File: src/rtl/bank_guard_pkg.sv
// Shared types for the bank tracker: decoded commands and bank state codes.
// Assumes the state code values are visible at the top-level ports.
package bank_guard_pkg;

    typedef enum logic [3:0] {
        CMD_DESEL, CMD_NOP, CMD_ACT, CMD_RD, CMD_WR,
        CMD_PRE, CMD_BST, CMD_REF, CMD_LMR
    } cmd_e;

    typedef enum logic [2:0] {
        BK_IDLE     = 3'd0,
        BK_OPENING  = 3'd1,
        BK_OPEN     = 3'd2,
        BK_READ     = 3'd3,
        BK_WRITE    = 3'd4,
        BK_CLOSING  = 3'd5,
        BK_READ_AP  = 3'd6,
        BK_WRITE_AP = 3'd7
    } bank_st_e;

endpackage

File: src/rtl/cmd_decode.sv
// Command decoder: maps the four active-low strobes to a command.
// Assumes the strobes are sampled on the same edge as the bank state.
module cmd_decode
    import bank_guard_pkg::*;
(
    input  logic cs_n,
    input  logic ras_n,
    input  logic cas_n,
    input  logic we_n,
    output cmd_e cmd
);

    // Pure truth-table decode of the strobe pattern.
    always_comb begin
        if (cs_n) begin
            cmd = CMD_DESEL;
        end else begin
            unique case ({ras_n, cas_n, we_n})
                3'b111:  cmd = CMD_NOP;
                3'b011:  cmd = CMD_ACT;
                3'b101:  cmd = CMD_RD;
                3'b100:  cmd = CMD_WR;
                3'b010:  cmd = CMD_PRE;
                3'b110:  cmd = CMD_BST;
                3'b001:  cmd = CMD_REF;
                default: cmd = CMD_LMR;
            endcase
        end
    end

endmodule

File: src/rtl/bank_fsm.sv
// Per-bank state machine with a timer for the transient states.
// Assumes: 'go' is high only for a legal command addressed to this bank;
// 'tick' is high when the clock enable allows progress. T_RCD, T_RP and
// BURST_LEN/2 are all at least 1.
module bank_fsm
    import bank_guard_pkg::*;
#(
    parameter int T_RCD     = 2,
    parameter int T_RP      = 2,
    parameter int BURST_LEN = 4
) (
    input  logic     clk,
    input  logic     rst_n,
    input  logic     tick,
    input  logic     go,
    input  cmd_e     cmd,
    input  logic     auto_pre,
    output logic     ok,
    output bank_st_e st
);

    localparam int BURST_CYC = BURST_LEN / 2;
    localparam int AP_CYC    = BURST_CYC + T_RP;
    localparam int MAX_A     = (T_RCD > T_RP) ? T_RCD : T_RP;
    localparam int MAX_CYC   = (AP_CYC > MAX_A) ? AP_CYC : MAX_A;
    localparam int CNT_W     = $clog2(MAX_CYC + 1);

    bank_st_e         st_q, st_d;
    logic [CNT_W-1:0] cnt_q, cnt_d;
    logic             timed;

    assign st    = st_q;
    assign timed = (st_q != BK_IDLE) && (st_q != BK_OPEN);

    // Legality of a non-NOP command for this bank in its current state.
    always_comb begin
        unique case (st_q)
            BK_IDLE:  ok = (cmd == CMD_ACT);
            BK_OPEN:  ok = (cmd == CMD_RD) || (cmd == CMD_WR) || (cmd == CMD_PRE);
            BK_READ:  ok = (cmd == CMD_RD) || (cmd == CMD_WR) || (cmd == CMD_PRE)
                           || (cmd == CMD_BST);
            BK_WRITE: ok = (cmd == CMD_RD) || (cmd == CMD_WR) || (cmd == CMD_PRE);
            default:  ok = 1'b0;
        endcase
    end

    // Next state and timer: accepted commands win over timer expiry.
    always_comb begin
        st_d  = st_q;
        cnt_d = cnt_q;
        if (go) begin
            unique case (cmd)
                CMD_ACT: begin
                    st_d  = BK_OPENING;
                    cnt_d = CNT_W'(T_RCD - 1);
                end
                CMD_RD: begin
                    st_d  = auto_pre ? BK_READ_AP : BK_READ;
                    cnt_d = auto_pre ? CNT_W'(AP_CYC - 1) : CNT_W'(BURST_CYC - 1);
                end
                CMD_WR: begin
                    st_d  = auto_pre ? BK_WRITE_AP : BK_WRITE;
                    cnt_d = auto_pre ? CNT_W'(AP_CYC - 1) : CNT_W'(BURST_CYC - 1);
                end
                CMD_PRE: begin
                    st_d  = BK_CLOSING;
                    cnt_d = CNT_W'(T_RP - 1);
                end
                CMD_BST: begin
                    st_d  = BK_OPEN;
                    cnt_d = '0;
                end
                default: ;
            endcase
        end else if (tick && timed) begin
            if (cnt_q == '0) begin
                unique case (st_q)
                    BK_OPENING, BK_READ, BK_WRITE: st_d = BK_OPEN;
                    default:                       st_d = BK_IDLE;
                endcase
            end else begin
                cnt_d = cnt_q - 1'b1;
            end
        end
    end

    // State and timer registers.
    always_ff @(posedge clk) begin
        if (!rst_n) begin
            st_q  <= BK_IDLE;
            cnt_q <= '0;
        end else begin
            st_q  <= st_d;
            cnt_q <= cnt_d;
        end
    end

endmodule

File: src/rtl/sdram_bank_guard.sv
// Top level: decodes the bus, applies the clock-enable gate, routes each
// command to its bank and reports legality. Assumes NUM_BANKS >= 2.
module sdram_bank_guard
    import bank_guard_pkg::*;
#(
    parameter int NUM_BANKS = 4,
    parameter int T_RCD     = 2,
    parameter int T_RP      = 2,
    parameter int BURST_LEN = 4,
    localparam int BA_W     = $clog2(NUM_BANKS),
    localparam int ST_W     = 3
) (
    input  logic                      clk,
    input  logic                      rst_n,
    input  logic                      cke,
    input  logic                      cs_n,
    input  logic                      ras_n,
    input  logic                      cas_n,
    input  logic                      we_n,
    input  logic [BA_W-1:0]           ba,
    input  logic                      auto_pre,
    output logic [NUM_BANKS*ST_W-1:0] bank_state,
    output logic                      cmd_legal,
    output logic                      cmd_err
);

    cmd_e                 cmd;
    logic                 cke_q;
    logic                 tick;
    logic                 legal_raw;
    logic                 bank_cmd;
    logic [NUM_BANKS-1:0] ok_v;
    logic [NUM_BANKS-1:0] idle_v;
    logic                 err_q;

    cmd_decode u_dec (
        .cs_n (cs_n),
        .ras_n(ras_n),
        .cas_n(cas_n),
        .we_n (we_n),
        .cmd  (cmd)
    );

    // Remember the clock enable of the previous edge.
    always_ff @(posedge clk) begin
        if (!rst_n) cke_q <= 1'b0;
        else        cke_q <= cke;
    end

    assign tick     = cke_q && cke;
    assign bank_cmd = (cmd == CMD_ACT) || (cmd == CMD_RD) || (cmd == CMD_WR)
                      || (cmd == CMD_PRE) || (cmd == CMD_BST);

    // Verdict on the bus command: global commands need all banks idle.
    always_comb begin
        unique case (cmd)
            CMD_DESEL, CMD_NOP: legal_raw = 1'b1;
            CMD_REF, CMD_LMR:   legal_raw = &idle_v;
            default:            legal_raw = ok_v[ba];
        endcase
    end

    generate
        for (genvar b = 0; b < NUM_BANKS; b++) begin : g_bank
            logic     go_b;
            bank_st_e st_b;

            assign go_b = tick && legal_raw && bank_cmd && (ba == BA_W'(b));

            bank_fsm #(
                .T_RCD    (T_RCD),
                .T_RP     (T_RP),
                .BURST_LEN(BURST_LEN)
            ) u_fsm (
                .clk     (clk),
                .rst_n   (rst_n),
                .tick    (tick),
                .go      (go_b),
                .cmd     (cmd),
                .auto_pre(auto_pre),
                .ok      (ok_v[b]),
                .st      (st_b)
            );

            assign bank_state[b*ST_W +: ST_W] = st_b;
            assign idle_v[b]                  = (st_b == BK_IDLE);
        end
    endgenerate

    // One-cycle error pulse after an illegal enabled command.
    always_ff @(posedge clk) begin
        if (!rst_n) err_q <= 1'b0;
        else        err_q <= tick && !legal_raw;
    end

    assign cmd_legal = !tick || legal_raw;
    assign cmd_err   = err_q;

endmodule

File: config.mk
export PLATFORM = sky130hd
export DESIGN_NAME = sdram_bank_guard
export DESIGN_NICKNAME = d
export VERILOG_FILES = /design/src/rtl/bank_guard_pkg.sv /design/src/rtl/cmd_decode.sv /design/src/rtl/bank_fsm.sv /design/src/rtl/sdram_bank_guard.sv
export SDC_FILE = /design/constraint.sdc
export NUM_CORES = 1
export LEC_CHECK = 0
export CELL_PAD_IN_SITES_DETAIL_PLACEMENT = 0
export CELL_PAD_IN_SITES_GLOBAL_PLACEMENT = 2
export CORE_ASPECT_RATIO = 0.75
export CORE_MARGIN = 10
export CORE_UTILIZATION = 34
export CTS_CLUSTER_DIAMETER = 150
export DETAILED_ROUTE_END_ITERATION = 12
export PLACE_DENSITY = 0.78
export REMOVE_ABC_BUFFERS = 1
export SLEW_MARGIN = 20
export SYNTH_ARGS = -nofsm -noshare
export SYNTH_HDL_FRONTEND = slang
export SYNTH_SLANG_ARGS = --single-unit
File: constraint.sdc
create_clock -name clk -period 3 [get_ports clk]
set_input_delay 0.6 -clock clk [delete_from_list [all_inputs] [get_ports clk]]
set_output_delay 0.6 -clock clk [all_outputs]
set_load 0.01 [all_outputs]
==> metrics.txt, run 1 <==
CP max FO 2; Yosys warnings 0; first-pass GRT wire length 8.43 mm; TritonCTS clock tree done; most common cell after layout, fill and taps aside dfxtp_1; library cells used by synthesis 40; critical path endpoint category output port; effective utilization at floorplan 34.7%; post-synth top area share 28.5%; clock buffers created by TritonCTS 3; average size of a mapped cell 8.20 µm²; CTS Sinks 26; Seq/Total Area, Yosys 28.5%; initial antenna violation count 0; total power 0.000757 W; status finished clean; unrepaired setup endpoints after global routing false; area delta synth->final 29.1%; synth top area cells dfxtp_1, mux2i_1, ha_1; Hold Crit Class reg2reg; largest net degree at the start of global routing 27; final slew viol count 0; Max Cap Viol 0; Multi-input gate area 0.00120 mm²; Detailed Route WL 5.23 mm; DR vias/cell 5.04; static leakage 1.01 nW; post-layout minimum cycle time 2880 ps; Worst Setup Start Kind primary input; gr usage total 11.7%; overflow left after global routing 0; Ports 24; Antenna diodes 0; Worst Max-Slew Pin Slew 502 ps; Cell Rows 23; final setup violating endpoints 0; cells after synthesis 223; Die X 105 µm; die area 0.00874 mm²; P per Cell Area 321 mW/mm²; core box area 0.00527 mm²; #FFs+latches synth 26; Worst Path Arrival 2280 ps; DR iter-0 viols 132; Max Fclk 0.348 GHz; commonest non-fill, non-tap cells in the layout dfxtp_1, nand2_1, buf_4, mux2i_1, clkdlybuf4s50_1; Setup Buffers After CTS 0; setup TNS 0 ps; Pre-Repair DR Iteration Count 4; Register Area 520 µm²; IO Port Bufs 23; worst clock skew 4.92 ps; Crit path required time 2400 ps; # fillers 529; Clock Latency Late Sink 270 ps; period utilization 95.9%; peak supply drop 214 µV; H-tree Lvls 1; area leader, netlist dfxtp_1; Slew headroom 66.3%; predominant post-synthesis flop cell dfxtp_1; EDFF count, synth 0; global placement routability congestion 0.877; Residual DRC 0; Final #Nets 284; Final HPWL DP 3.89 mm; vias in the first global route 1577; Post-DRT Antenna Nets 0; Async S/R FF share, synth 0%; root buf cell clkbuf_8; mapped cell area 0.00183 mm²; Vias 1713; drt wl/cell 15.4 µm; fraction of layout instances using a drive strength above 1 15.1%; Fin. Hold Viols 0; WS Path Type in2out; Die Height 83.5 µm; Post-CTS Hold Buffers 0; CTS clk-pin slew, worst paths 90 ps; Clock Path Buffers 2
worst max-delay path: stages:
cell             delay, ps
clkdlybuf4s50_1        430
nand2b_1               180
a2111o_1               410
a211oi_2               250
a2111o_4               170
nor2_2                  40
nand2_1                 60
clkbuf_2               130
path summary, 6_finish.rpt:
path | start | endpoint | slack [ps] | depth (start not counted)
worst max-delay path | ba[1] | cmd_legal | 120 | 8
worst min register to register | g_bank[0].u_fsm.st[2]$_SDFFE_PN0P_ | g_bank[0].u_fsm.st[2]$_SDFFE_PN0P_ | 540 | 2
worst min-delay path | g_bank[0].u_fsm.st[2]$_SDFFE_PN0P_ | g_bank[0].u_fsm.st[2]$_SDFFE_PN0P_ | 540 | 2
worst max register to register | g_bank[1].u_fsm.st[2]$_SDFFE_PN0P_ | g_bank[0].u_fsm.st[0]$_SDFFE_PN0P_ | 700 | 7
flip-flops by register name, summed over array words and instances, names as in the netlist:
signal / flops
g_bank.u_fsm.cnt_q: 12
cmd_err: 1
cke_q: 1
g_bank.u_fsm.st: 12
routing by layer:
metal / vias up / GRT usage [%] / share of wire, %
li1: 870 / - / -
met1: 787 / 17.2 / 52
met2: 52 / 16.0 / 39
met3: 4 / 3.55 / 8.4
met4: 0 / 2.36 / 0.88
met5: - / 0 / 0
cells in the mapped netlist, types with 5 or more instances:
| cell | instances |
|---|---|
| o21ai_0 | 12 |
| o22ai_1 | 5 |
| and3_1 | 5 |
| nor2_1 | 15 |
| nand3_1 | 10 |
| ha_1 | 8 |
| xnor2_1 | 9 |
| dfxtp_1 | 26 |
| a21oi_1 | 6 |
| nor2b_1 | 9 |
| o211ai_1 | 5 |
| inv_1 | 17 |
| nand2_1 | 25 |
| mux2i_1 | 23 |
through the flow:
stage	instance area, µm²	std cells	utilization, %	hold WS, ps	setup slack, ps
global route	2360	340	44.8	571	70.0
floorplan	1780	214	-	532	596
detailed placement	2280	336	43.3	531	-538
finish	2360	340	44.8	540	123
CTS	2360	340	44.9	545	3.66
global placement	2280	336	43.3	526	-554
logic make-up (layout without fill, tap and decap cells):
kind of cell	Yosys count	after routing	share of synthesized area (%)
compound gates	45	45	19.2
xor+xnor	9	9	4.31
fa+ha+maj	8	8	5.48
buf+inv	26	68	6.30
flops	26	26	28.5
mux	23	23	12.6
simple gates	86	86	23.7
layout make-up:
class,count,share of cell area [%]
inverter,17,2.70
multi-input combinational,171,51.0
sequential,26,22.1
timing repair buffer,47,17.3
clock buffer,3,1.75
clock inverter,1,1.27
tap,75,3.98
power by group:
| group | switching, W | total [W] | internal, W |
|---|---|---|---|
| sequential | 0.00000250 | 0.000350 | 0.000347 |
| clock | 0.000115 | 0.000294 | 0.000179 |
| combinational | 0.0000625 | 0.000114 | 0.0000511 |
what timing repair did:
item / 4_1_cts / 5_1_grt
cloned: 0 / 0
resized for setup: 11 / 3
hold endpoints to repair: 0 / 0
setup endpoints to repair: 1 / 1
No activity file was read; power rests on OpenSTA's default activity.
==> inputs of run 2 (changes only) <==
SLEW_MARGIN = 15   (was 20)
==> results of run 2 <==
The final DEF is identical to that of run 1; final timing and power are the same.
==> inputs of run 3 (changes only) <==
GPL_TIMING_DRIVEN = 0   (was unset)
==> metrics.txt, run 3 (synthesized netlist as in run 1, its figures left out) <==
status finished clean (unchanged); vias in the first global route 1626 (was 1577); root buf cell clkbuf_8 (unchanged); Multi-input gate area 0.00124 mm² (was 0.00120 mm²); Max Cap Viol 0 (unchanged); Crit path required time 2400 ps (about the same); period utilization 95.7% (was 95.9%); Die Height 83.5 µm (unchanged); Cell Rows 23 (unchanged); first-pass GRT wire length 8.51 mm (was 8.43 mm); total power 0.000751 W (was 0.000757 W); Fin. Hold Viols 0 (unchanged); DR iter-0 viols 185 (was 132); worst clock skew 9.74 ps (was 4.92 ps); die area 0.00874 mm² (unchanged); cell area after layout 0.00222 mm² (was 0.00236 mm²); initial antenna violation count 0 (unchanged); Cell Count Post-Placement 312 (was 336); # fillers 552 (was 529); Vias 1676 (was 1713); Clock Path Buffers 2 (unchanged); H-tree Lvls 1 (unchanged); clock buffers created by TritonCTS 3 (unchanged); Residual DRC 0 (unchanged); CP max FO 11 (was 2); post-layout minimum cycle time 2870 ps (was 2880 ps); Antenna diodes 0 (unchanged); Clock Latency Late Sink 290 ps (was 270 ps); most common cell after layout, fill and taps aside dfxtp_1 (unchanged); CTS clk-pin slew, worst paths 100 ps (was 90 ps); final slew viol count 0 (unchanged); Register Area 520 µm² (unchanged); core box area 0.00527 mm² (unchanged); static leakage 0.924 nW (was 1.01 nW); final core utilization 42.1% (was 44.8%); WS Path Type in2out (unchanged); M1 wire length 2.64 mm (was 2.71 mm); global placement routability congestion 0.808 (was 0.877); area delta synth->final 21.3% (was 29.1%); final setup violating endpoints 0 (unchanged); Worst Max-Slew Pin Slew 1090 ps (was 502 ps); Detailed Route WL 5.22 mm (was 5.23 mm); met2 WL post-DR 2.08 mm (was 2.03 mm); Hold Crit Class reg2reg (unchanged); Post-DRT Antenna Nets 0 (unchanged); largest net degree at the start of global routing 32 (was 27); Die X 105 µm (unchanged); fraction of layout instances using a drive strength above 1 9.47% (was 15.1%); TritonCTS clock tree done (unchanged); fin cells 318 (was 340); unrepaired setup endpoints after global routing false (unchanged); Slew headroom 27.0% (was 66.3%); length of routed met3 wiring 390 µm (was 441 µm); Final #Nets 262 (was 284); Placed Area 0.00210 mm² (was 0.00228 mm²); gr usage total 11.8% (was 11.7%); IO Port Bufs 23 (unchanged); DR vias/cell 5.27 (was 5.04); effective utilization at floorplan 34.7% (unchanged); drt wl/cell 16.4 µm (was 15.4 µm); Ports 24 (unchanged); Worst Setup Start Kind primary input (unchanged); hold slack 566 ps (was 540 ps); Worst Path Arrival 2270 ps (was 2280 ps); commonest non-fill, non-tap cells in the layout dfxtp_1, nand2_1, mux2i_1, inv_1, clkdlybuf4s50_1 (was dfxtp_1, nand2_1, buf_4, mux2i_1, clkdlybuf4s50_1); P per Cell Area 339 mW/mm² (was 321 mW/mm²); overflow left after global routing 0 (unchanged); Max Fclk 0.348 GHz (about the same); Top Metal Used met4 (unchanged); Pre-Repair DR Iteration Count 5 (was 4); peak supply drop 143 µV (was 214 µV); critical path endpoint category output port (unchanged); Final HPWL DP 3.64 mm (was 3.89 mm); CTS Sinks 26 (unchanged)
==> run 3: final cells by class <==
type | count | share of cell area [%]
Inverter | 17 | 2.88
Sequential cell | 26 | 23.5
Clock buffer | 3 | 1.86
Timing Repair Buffer | 25 | 10.3
Clock inverter | 1 | 1.35
Multi-Input combinational cell | 171 | 55.9
Tap cell | 75 | 4.23
==> run 3: path summary, 6_finish.rpt <==
kind / from / end / slack, ps / cells past startpoint
max: ras_n / cmd_legal / 130 / 8
min: g_bank[3].u_fsm.st[0]$_SDFFE_PN0P_ / g_bank[3].u_fsm.st[0]$_SDFFE_PN0P_ / 570 / 2
max reg2reg: g_bank[1].u_fsm.st[2]$_SDFFE_PN0P_ / g_bank[0].u_fsm.st[0]$_SDFFE_PN0P_ / 830 / 7
min reg2reg: g_bank[3].u_fsm.st[0]$_SDFFE_PN0P_ / g_bank[3].u_fsm.st[0]$_SDFFE_PN0P_ / 570 / 2
==> run 3: power breakdown <==
part | leakage (nW) | internal (W) | switching [W] | total, W
registers | 0.210 | 0.000347 | 0.00000268 | 0.000350
clock network | 0.0357 | 0.000179 | 0.000124 | 0.000303
logic | 0.679 | 0.0000360 | 0.0000620 | 0.0000980
total | 0.924 | 0.000562 | 0.000189 | 0.000751
==> run 3: per-stage QoR <==
stage	worst slack [ps]	TNS [ps]
6_report	130	0
5_1_grt	1.91	0
4_1_cts	13.1	0
3_5_place_dp	-1110	-6340
3_3_place_gp	-1170	-7840
2_1_floorplan	596	0
==> run 3: what timing repair did <==
action / CTS / global route
endpoints found under the setup margin: 1 / 1
hold buffers: 0 / 0
cloned: 0 / 0
pin swaps: 1 / 0
gates resized for setup: 28 / 4
setup buffers: 1 / 1
hold endpoints to repair: 0 / 0
==> run 3: worst max-delay path: stages <==
cell,delay (ps)
buf_2,220
nor2b_1,170
o22ai_1,80
a32o_1,230
a2111o_4,470
nor2_2,130
nand2_1,70
dlygate4sd2_1,290
==> run 3: metal layers <==
metal  GRT usage, %  vias to the layer above
met5              0                        -
met3           3.32                       12
met1           16.7                      776
li1               -                      830
met4           3.23                        0
met2           17.0                       58
